### config.mk
export PLATFORM = sky130hd
export DESIGN_NAME = modem_loop_ctrl
export DESIGN_NICKNAME = d
export VERILOG_FILES = /design/src/rtl/modem_loop_pkg.sv /design/src/rtl/mdm_sync.sv /design/src/rtl/mdm_ctl_reg.sv /design/src/rtl/mdm_status.sv /design/src/rtl/modem_loop_ctrl.sv
export SDC_FILE = /design/constraint.sdc
export NUM_CORES = 1
export LEC_CHECK = 0
export BUFFER_PORTS_ARGS = -buffer_cell sky130_fd_sc_hd__buf_4
export CAP_MARGIN = 15
export CORE_MARGIN = 2
export CORE_UTILIZATION = 35
export CTS_BUF_LIST = sky130_fd_sc_hd__clkbuf_8
export DETAILED_ROUTE_END_ITERATION = 7
export PLACE_DENSITY_LB_ADDON = 0.12
export SKIP_CTS_REPAIR_TIMING = 1
export SLEW_MARGIN = 40
export SYNTH_ARGS = -nofsm -noshare
export SYNTH_HDL_FRONTEND = slang
export SYNTH_SLANG_ARGS = --single-unit
### constraint.sdc
create_clock -name clk -period 1.53 [get_ports clk]
set_input_delay 0.2295 -clock clk [delete_from_list [all_inputs] [get_ports clk]]
set_output_delay 0.2295 -clock clk [all_outputs]
set_load 0.01 [all_outputs]
### src/rtl/modem_loop_pkg.sv
// Package: bit positions shared by the modem control/status path.
// Assumes: status state bits sit 4 above their change flags.
package modem_loop_pkg;
    // line index inside the 4-bit status input vector
    localparam int LN_CTS = 0;
    localparam int LN_DSR = 1;
    localparam int LN_RI  = 2;
    localparam int LN_CD  = 3;
    localparam int N_LINES = 4;

    // control register bit roles
    localparam int CB_DTR  = 0;
    localparam int CB_RTS  = 1;
    localparam int CB_OUT1 = 2;
    localparam int CB_OUT2 = 3;
    localparam int CB_LOOP = 4;
    localparam int CTL_W   = 5;

    localparam int REG_W   = 8;
endpackage

### src/rtl/mdm_sync.sv
// Module: mdm_sync
// Brings W asynchronous inputs into the clock domain through a chain
// of STAGES flops per bit. Assumes STAGES >= 1; output resets to 0.
module mdm_sync #(
    parameter int W      = 4,
    parameter int STAGES = 2
) (
    input  logic         clk,
    input  logic         rst_n,
    input  logic [W-1:0] d,
    output logic [W-1:0] q
);
    logic [W-1:0] chain [STAGES];

    genvar g;
    generate
        for (g = 0; g < STAGES; g++) begin : g_stage
            if (g == 0) begin : g_first
                // capture the raw pin levels
                always_ff @(posedge clk) begin
                    if (!rst_n) chain[0] <= '0;
                    else        chain[0] <= d;
                end
            end else begin : g_next
                // shift one stage further along the chain
                always_ff @(posedge clk) begin
                    if (!rst_n) chain[g] <= '0;
                    else        chain[g] <= chain[g-1];
                end
            end
        end
    endgenerate

    assign q = chain[STAGES-1];
endmodule

### src/rtl/mdm_ctl_reg.sv
// Module: mdm_ctl_reg
// Holds the control register, drives the outgoing handshake pins and
// steers the serial lines. In loop-back the pins go inactive, TX idles
// high and the transmitter is folded onto the receiver input. It also
// presents the control bits re-mapped onto status line order.
module mdm_ctl_reg
    import modem_loop_pkg::*;
(
    input  logic               clk,
    input  logic               rst_n,
    input  logic               wr,
    input  logic [REG_W-1:0]   wdata,
    output logic [REG_W-1:0]   rdata,
    input  logic               tx_core,
    input  logic               rx_pin,
    output logic               tx_pin,
    output logic               rx_core,
    output logic               dtr_o,
    output logic               rts_o,
    output logic               out1_o,
    output logic               out2_o,
    output logic               loop_on,
    output logic [N_LINES-1:0] loop_lines
);
    logic [CTL_W-1:0] ctl_q;

    // control register: load low bits on a write
    always_ff @(posedge clk) begin
        if (!rst_n)  ctl_q <= '0;
        else if (wr) ctl_q <= wdata[CTL_W-1:0];
    end

    assign loop_on = ctl_q[CB_LOOP];
    assign rdata   = {{(REG_W-CTL_W){1'b0}}, ctl_q};

    // outgoing pins: driven inactive while looped back
    always_comb begin
        dtr_o  = ctl_q[CB_DTR]  & ~loop_on;
        rts_o  = ctl_q[CB_RTS]  & ~loop_on;
        out1_o = ctl_q[CB_OUT1] & ~loop_on;
        out2_o = ctl_q[CB_OUT2] & ~loop_on;
    end

    // serial steering: TX idles at mark and RX is fed from TX in loop-back
    always_comb begin
        tx_pin  = loop_on ? 1'b1    : tx_core;
        rx_core = loop_on ? tx_core : rx_pin;
    end

    // cross-wiring of control bits onto the status lines
    always_comb begin
        loop_lines         = '0;
        loop_lines[LN_CTS] = ctl_q[CB_RTS];
        loop_lines[LN_DSR] = ctl_q[CB_DTR];
        loop_lines[LN_RI]  = ctl_q[CB_OUT1];
        loop_lines[LN_CD]  = ctl_q[CB_OUT2];
    end
endmodule

### src/rtl/mdm_status.sv
// Module: mdm_status
// Status register: registered line state in the upper nibble and sticky
// change flags in the lower nibble. The ring line flags only its
// trailing (1->0) edge; the others flag any change. A read clears the
// flags, but a change detected in the same edge still sets its flag.
module mdm_status
    import modem_loop_pkg::*;
(
    input  logic               clk,
    input  logic               rst_n,
    input  logic [N_LINES-1:0] lines,
    input  logic               rd,
    output logic [REG_W-1:0]   rdata,
    output logic               any_flag
);
    logic [N_LINES-1:0] state_q;
    logic [N_LINES-1:0] flag_q;
    logic [N_LINES-1:0] hit;

    // line state register
    always_ff @(posedge clk) begin
        if (!rst_n) state_q <= '0;
        else        state_q <= lines;
    end

    genvar g;
    generate
        for (g = 0; g < N_LINES; g++) begin : g_det
            if (g == LN_RI) begin : g_trail
                // ring: trailing edge only
                always_comb hit[g] = state_q[g] & ~lines[g];
            end else begin : g_any
                // other lines: either direction
                always_comb hit[g] = state_q[g] ^ lines[g];
            end
        end
    endgenerate

    // change flags: set beats read-clear
    always_ff @(posedge clk) begin
        if (!rst_n) flag_q <= '0;
        else        flag_q <= (rd ? '0 : flag_q) | hit;
    end

    assign rdata    = {state_q, flag_q};
    assign any_flag = |flag_q;
endmodule

### src/rtl/modem_loop_ctrl.sv
// Module: modem_loop_ctrl (top)
// Modem control/status path with diagnostic loop-back. External inputs
// are synchronized; in loop-back the status logic sees the control bits
// instead of the pins. The interrupt is a level from the change flags
// gated by the enable input.
module modem_loop_ctrl #(
    parameter int SYNC_STAGES = 2
) (
    input  logic       clk,
    input  logic       rst_n,
    input  logic       ctl_wr,
    input  logic [7:0] ctl_wdata,
    output logic [7:0] ctl_rdata,
    input  logic       sts_rd,
    output logic [7:0] sts_rdata,
    input  logic       modem_ie,
    output logic       modem_irq,
    input  logic       cts_i,
    input  logic       dsr_i,
    input  logic       ri_i,
    input  logic       cd_i,
    output logic       dtr_o,
    output logic       rts_o,
    output logic       out1_o,
    output logic       out2_o,
    input  logic       tx_core,
    output logic       tx_pin,
    input  logic       rx_pin,
    output logic       rx_core
);
    import modem_loop_pkg::*;

    logic [N_LINES-1:0] pin_raw;
    logic [N_LINES-1:0] pin_sync;
    logic [N_LINES-1:0] loop_lines;
    logic [N_LINES-1:0] sel_lines;
    logic               loop_on;
    logic               any_flag;

    // gather external lines in status order
    always_comb begin
        pin_raw         = '0;
        pin_raw[LN_CTS] = cts_i;
        pin_raw[LN_DSR] = dsr_i;
        pin_raw[LN_RI]  = ri_i;
        pin_raw[LN_CD]  = cd_i;
    end

    mdm_sync #(.W(N_LINES), .STAGES(SYNC_STAGES)) u_sync (
        .clk   (clk),
        .rst_n (rst_n),
        .d     (pin_raw),
        .q     (pin_sync)
    );

    mdm_ctl_reg u_ctl (
        .clk        (clk),
        .rst_n      (rst_n),
        .wr         (ctl_wr),
        .wdata      (ctl_wdata),
        .rdata      (ctl_rdata),
        .tx_core    (tx_core),
        .rx_pin     (rx_pin),
        .tx_pin     (tx_pin),
        .rx_core    (rx_core),
        .dtr_o      (dtr_o),
        .rts_o      (rts_o),
        .out1_o     (out1_o),
        .out2_o     (out2_o),
        .loop_on    (loop_on),
        .loop_lines (loop_lines)
    );

    // status source select: pins are isolated in loop-back
    always_comb sel_lines = loop_on ? loop_lines : pin_sync;

    mdm_status u_sts (
        .clk      (clk),
        .rst_n    (rst_n),
        .lines    (sel_lines),
        .rd       (sts_rd),
        .rdata    (sts_rdata),
        .any_flag (any_flag)
    );

    // interrupt level
    always_comb modem_irq = modem_ie & any_flag;
endmodule

# Yosys cells after proc, flatten, opt, wreduce, memory -nomap -nowiden
# Memories as Yosys holds them, arrays and structs flattened.
# Index checks and enable logic that the tools add are counted.
[word_totals] mem_count=1 ram_bits=8 in_bits=19 output_inout_bits=23 register_bits=13 word_cells=27
[op_classes] n_bitwise=14 n_reduce_logical=1 muxes=8
[mem_list] name="u_sync.chain" words=2 width=4 rd=2 rd_ports_with_merged_regs=0 wr=2 line="mdm_sync.sv:13" rtl="logic [W-1:0] chain [STAGES];"
[ops] op="$mux 4" count=4
[ops] op="$and 1x1->1" count=6
[ops] op="$mux 1" count=4
[ops] op="$or 4x4->4" count=1
[ops] op="$reduce_or 4->1" count=1
[ops] op="$xor 1x1->1" count=3
[ops] op="$not 1->1" count=2
[ops] op="$or 1x1->1" count=2

# Longest topological paths before layout
# An unclocked memory read counts as a cell.
[depth] depth_word=5 mapped_depth=4 mapped_depth_nobuf=3

# Hierarchy
# Synthesis repeated with hierarchy kept, for this count alone.
[unflattened] hier_cells=77 area_unflattened_um2=845.8
[modules_own_cells] mod="mdm_ctl_reg" area_per_inst_um2=302.8 instances=1 cells_each=31 seq_area_each_um2=100.1
[modules_own_cells] mod="mdm_status" area_per_inst_um2=281.5 instances=1 cells_each=25 seq_area_each_um2=160.2
[modules_own_cells] mod="mdm_sync" area_per_inst_um2=210.2 instances=1 cells_each=16 seq_area_each_um2=160.2
[modules_own_cells] mod="modem_loop_ctrl" area_per_inst_um2=51.3 instances=1 cells_each=5 seq_area_each_um2=0.0

# Worst setup path before layout
# No wires, ideal clock.
[synth_path] kind="reg-to-output" startpoint="register u_ctl.ctl_q[4]" endpoint="output rx_core" setup_slack_ns=0.453 t_arrival_ns=0.848 path_buffers=1 t_required_ns=1.300 path_stages_with_launch=3 path_cell_list="dfxtp_1 > buf_6 > mux2_2"
[synth_via] elab_chain_cells=1
[synth_lines] element="from (decl)" line="mdm_ctl_reg.sv:25" rtl="logic [CTL_W-1:0] ctl_q;"
[synth_lines] element="from (signal assigned)" line="mdm_ctl_reg.sv:30" rtl="else if (wr) ctl_q <= wdata[CTL_W-1:0];"
[synth_lines] element="$mux 1" line="mdm_ctl_reg.sv:47" rtl="rx_core = loop_on ? tx_core : rx_pin;"
[synth_lines] element="to (decl)" line="modem_loop_ctrl.sv:29" rtl="output logic rx_core"
# Every way passes these cells.

# Final worst setup path
# Same ends and word-level chain as after synthesis.

==> impl_metrics.tcl <==
set metrics [dict create \
    met3_usage 0.04286 \
    hold_viol 0 \
    area_growth_pct 35.95 \
    ys_types 18 \
    grtUsageMet2 0.1875 \
    synth_top_family_by_area "simple AND/OR/NAND/NOR gates" \
    clk-insertion-delay-late_ns 0.25 \
    start_util 0.3709 \
    p_comb_frac 0.145 \
    crit_slowest_cell "dfxtp_2" \
    layout.nets 128 \
    p_seq_frac 0.545 \
    netlist_instances 75 \
    yosys_warnings 0 \
    clkPwrFrac 0.309 \
    wire_per_inst_um 10.04 \
    power-per-cell-area_nw_per_um2 970.2 \
    clkSlewWorstSetupHoldPaths_ns 0.07 \
    crit_fanout 12 \
    vdd_drop_max_mv 0.9643 \
    drc 0 \
    die-height_um 52.65 \
    ys_seq_area_frac 0.5076 \
    core_sq_um 2233 \
    fmax_mhz 684.3 \
    cts-root-buf "clkbuf_8" \
    cp_top_family "flip-flops" \
    drt_pass1_iterations 2 \
    worstReg2RegStart "u_ctl.ctl_q[4]$_SDFFE_PN0P_" \
    fin_skew_ns 0.004041 \
    layout_worst_path_cycle_share 0.9552 \
    ios 42 \
    grt_usage 0.1103 \
    drive_above_1_share 0.4352 \
    setup_viol_count_final 0 \
    slew_violations 0 \
    cts-htree-levels 1 \
    synth_area_per_cell_sq_um 11.04 \
    rows 17 \
    final_cell_mix "buf_4 (35), dfxtp_1 (20), mux2i_1 (9), nor2b_1 (9), and2_1 (8)" \
    numCtsBuffers 3 \
    r2r_slack_ns 0.40 \
    postRouteAntennaNets 0 \
    setup_tns_ns 0 \
    period_minus_slack_ns 1.461 \
    synth-compound-area-share 0.04683 \
    avgViaCountPerCell 4.235 \
    antenna_found_initial 0 \
    async_flop_share 0 \
    cts_tree "yes" \
    endpoint "rx_core" \
    overflow 0 \
    cts_buffer_depth 2 \
    grt_pass1_wl_um 2145 \
    rsz0062_at_grt "false" \
    synth_area_sq_um 828.3 \
    status "complete, no violations" \
    leakage_nw 0.5302 \
    cp_cell_sequence "mux2_2, buf_4" \
    grt_max_degree 22 \
    hold_class "input pin to flip-flop" \
    path_buf_inv 1 \
    synth_seq_cells 21 \
    die_x_um 52.65 \
    dpl_cell_area_sq_um 1080 \
    fillers 224 \
    synthXorXnorAreaFrac 0.03172 \
    grt_pass1_vias 509 \
    swShare 0.2195 \
    startpoint_type "flip-flop" \
    maxCapViolCount 0 \
    cp.arrival_ns 1.23 \
    r2r_end "u_sts.flag_q[0]$_SDFF_PN0_" \
    grtUsageMet1 0.1136 \
    worst_hold_slack_ns 0.1815 \
    crit_type "flip-flop to primary output" \
    synth_adder_area_share 0 \
    vias 576 \
    wl_um 1365 \
    die-area_sq_um 2772 \
    slowest_delay_ns 0.47 \
    crit_cells 2 \
    layout_commonest_cell "buf_4" \
    critPathRequiredTime_ns 1.30 \
    synth_edf_count 0 \
    crit_path_end_kind "primary output" \
    drt_iter0_drc 4 \
    num_antenna_cells 0 \
    p_int_w 0.0008527 \
    cts.sinks 21 \
    switching_power_w 0.0002398 \
    synth_ff_type "dfxtp_1" \
    final_area_sq_um 1126 \
    grt.busiest_layer "met2" \
    gp_congestion 0.6867 \
    synth_mux_area_frac 0.1224 \
    r2r_cells 3 \
    worstSetupStartpoint "u_ctl.ctl_q[4]$_SDFFE_PN0P_" \
    synthSimpleGateAreaFrac 0.2221 \
    portBuffers 35 \
]
power by group through the flow:
stage	clock network [W]	logic (W)	registers, W
after floorplan	0	0.0000867	0.000609
after global placement	0	0.000161	0.000608
after detailed placement	0	0.000162	0.000609
after CTS	0.000355	0.000162	0.000596
after global routing	0.000379	0.000175	0.000600
final	0.000338	0.000159	0.000596
layout make-up:
| class | instances | area (sq um) | share of cell area |
|---|---|---|---|
| sequential | 21 | 421.7 | 0.3744 |
| multi-input combinational | 48 | 361.6 | 0.3211 |
| timing repair buffer | 35 | 262.8 | 0.2333 |
| clock buffer | 3 | 41.29 | 0.03667 |
| tap | 28 | 35.03 | 0.03111 |
| clock inverter | 1 | 3.754 | 0.003333 |
cells by family (layout without fill, tap and decap cells):
group	count (synthesis)	count (layout)
AO/OA/AOI/OAI	5	5
XOR/XNOR	3	3
buffers and inverters	8	39
flip-flops	21	21
multiplexers	10	10
other	1	3
AND/OR/NAND/NOR	27	27
registers in the layout, indices dropped and copies added (netlist names):
name           cells
u_ctl.ctl_q        5
u_sts.flag_q       4
u_sts.state_q      4
u_sync.chain       8
per-layer routing:
layer | up-vias | part of all wire
met4 | 0 | 0.020
met2 | 22 | 0.51
met3 | 2 | 0.075
met5 | - | 0
met1 | 256 | 0.40
li1 | 296 | -
synth_stat cells, types with 2 or more instances:
cell type  number  area (sq um)
a21boi_1        2         15.01
nand2b_1        3         18.77
nor2b_1         9         56.30
clkbuf_1        2         7.510
and2_1          8         50.05
buf_4           4         30.03
and2b_2         6         52.55
dfxtp_1        21         420.4
mux2i_1         9         90.09
xor2_1          3         26.28
worst min-delay path by stage:
| stage | depth (start not counted) | endpoint | from |
|---|---|---|---|
| 2_1_floorplan | 1 | u_sync.chain[0][0]$_SDFF_PN0_ | cts_i |
| 3_3_place_gp | 1 | u_sync.chain[1][1]$_SDFF_PN0_ | u_sync.chain[0][1]$_SDFF_PN0_ |
| 3_5_place_dp | 1 | u_sync.chain[1][3]$_SDFF_PN0_ | u_sync.chain[0][3]$_SDFF_PN0_ |
| 4_1_cts | 2 | u_sync.chain[0][2]$_SDFF_PN0_ | ri_i |
| 5_1_grt | 2 | u_sync.chain[0][0]$_SDFF_PN0_ | cts_i |
| 6_report | 2 | u_sync.chain[0][2]$_SDFF_PN0_ | ri_i |
metrics by stage:
stage               power [W]    util  cells  worst slack [ns]
detailed placement  0.0007706  0.4835    132            0.1865
floorplan           0.0006957       -     77            0.4526
CTS                  0.001114  0.5036    136           -0.1036
finish               0.001093  0.5042    136           0.06856
global placement    0.0007690  0.4835    132            0.1756
global route         0.001154  0.5042    136           0.01030
Power figures use the tool's default switching activity.
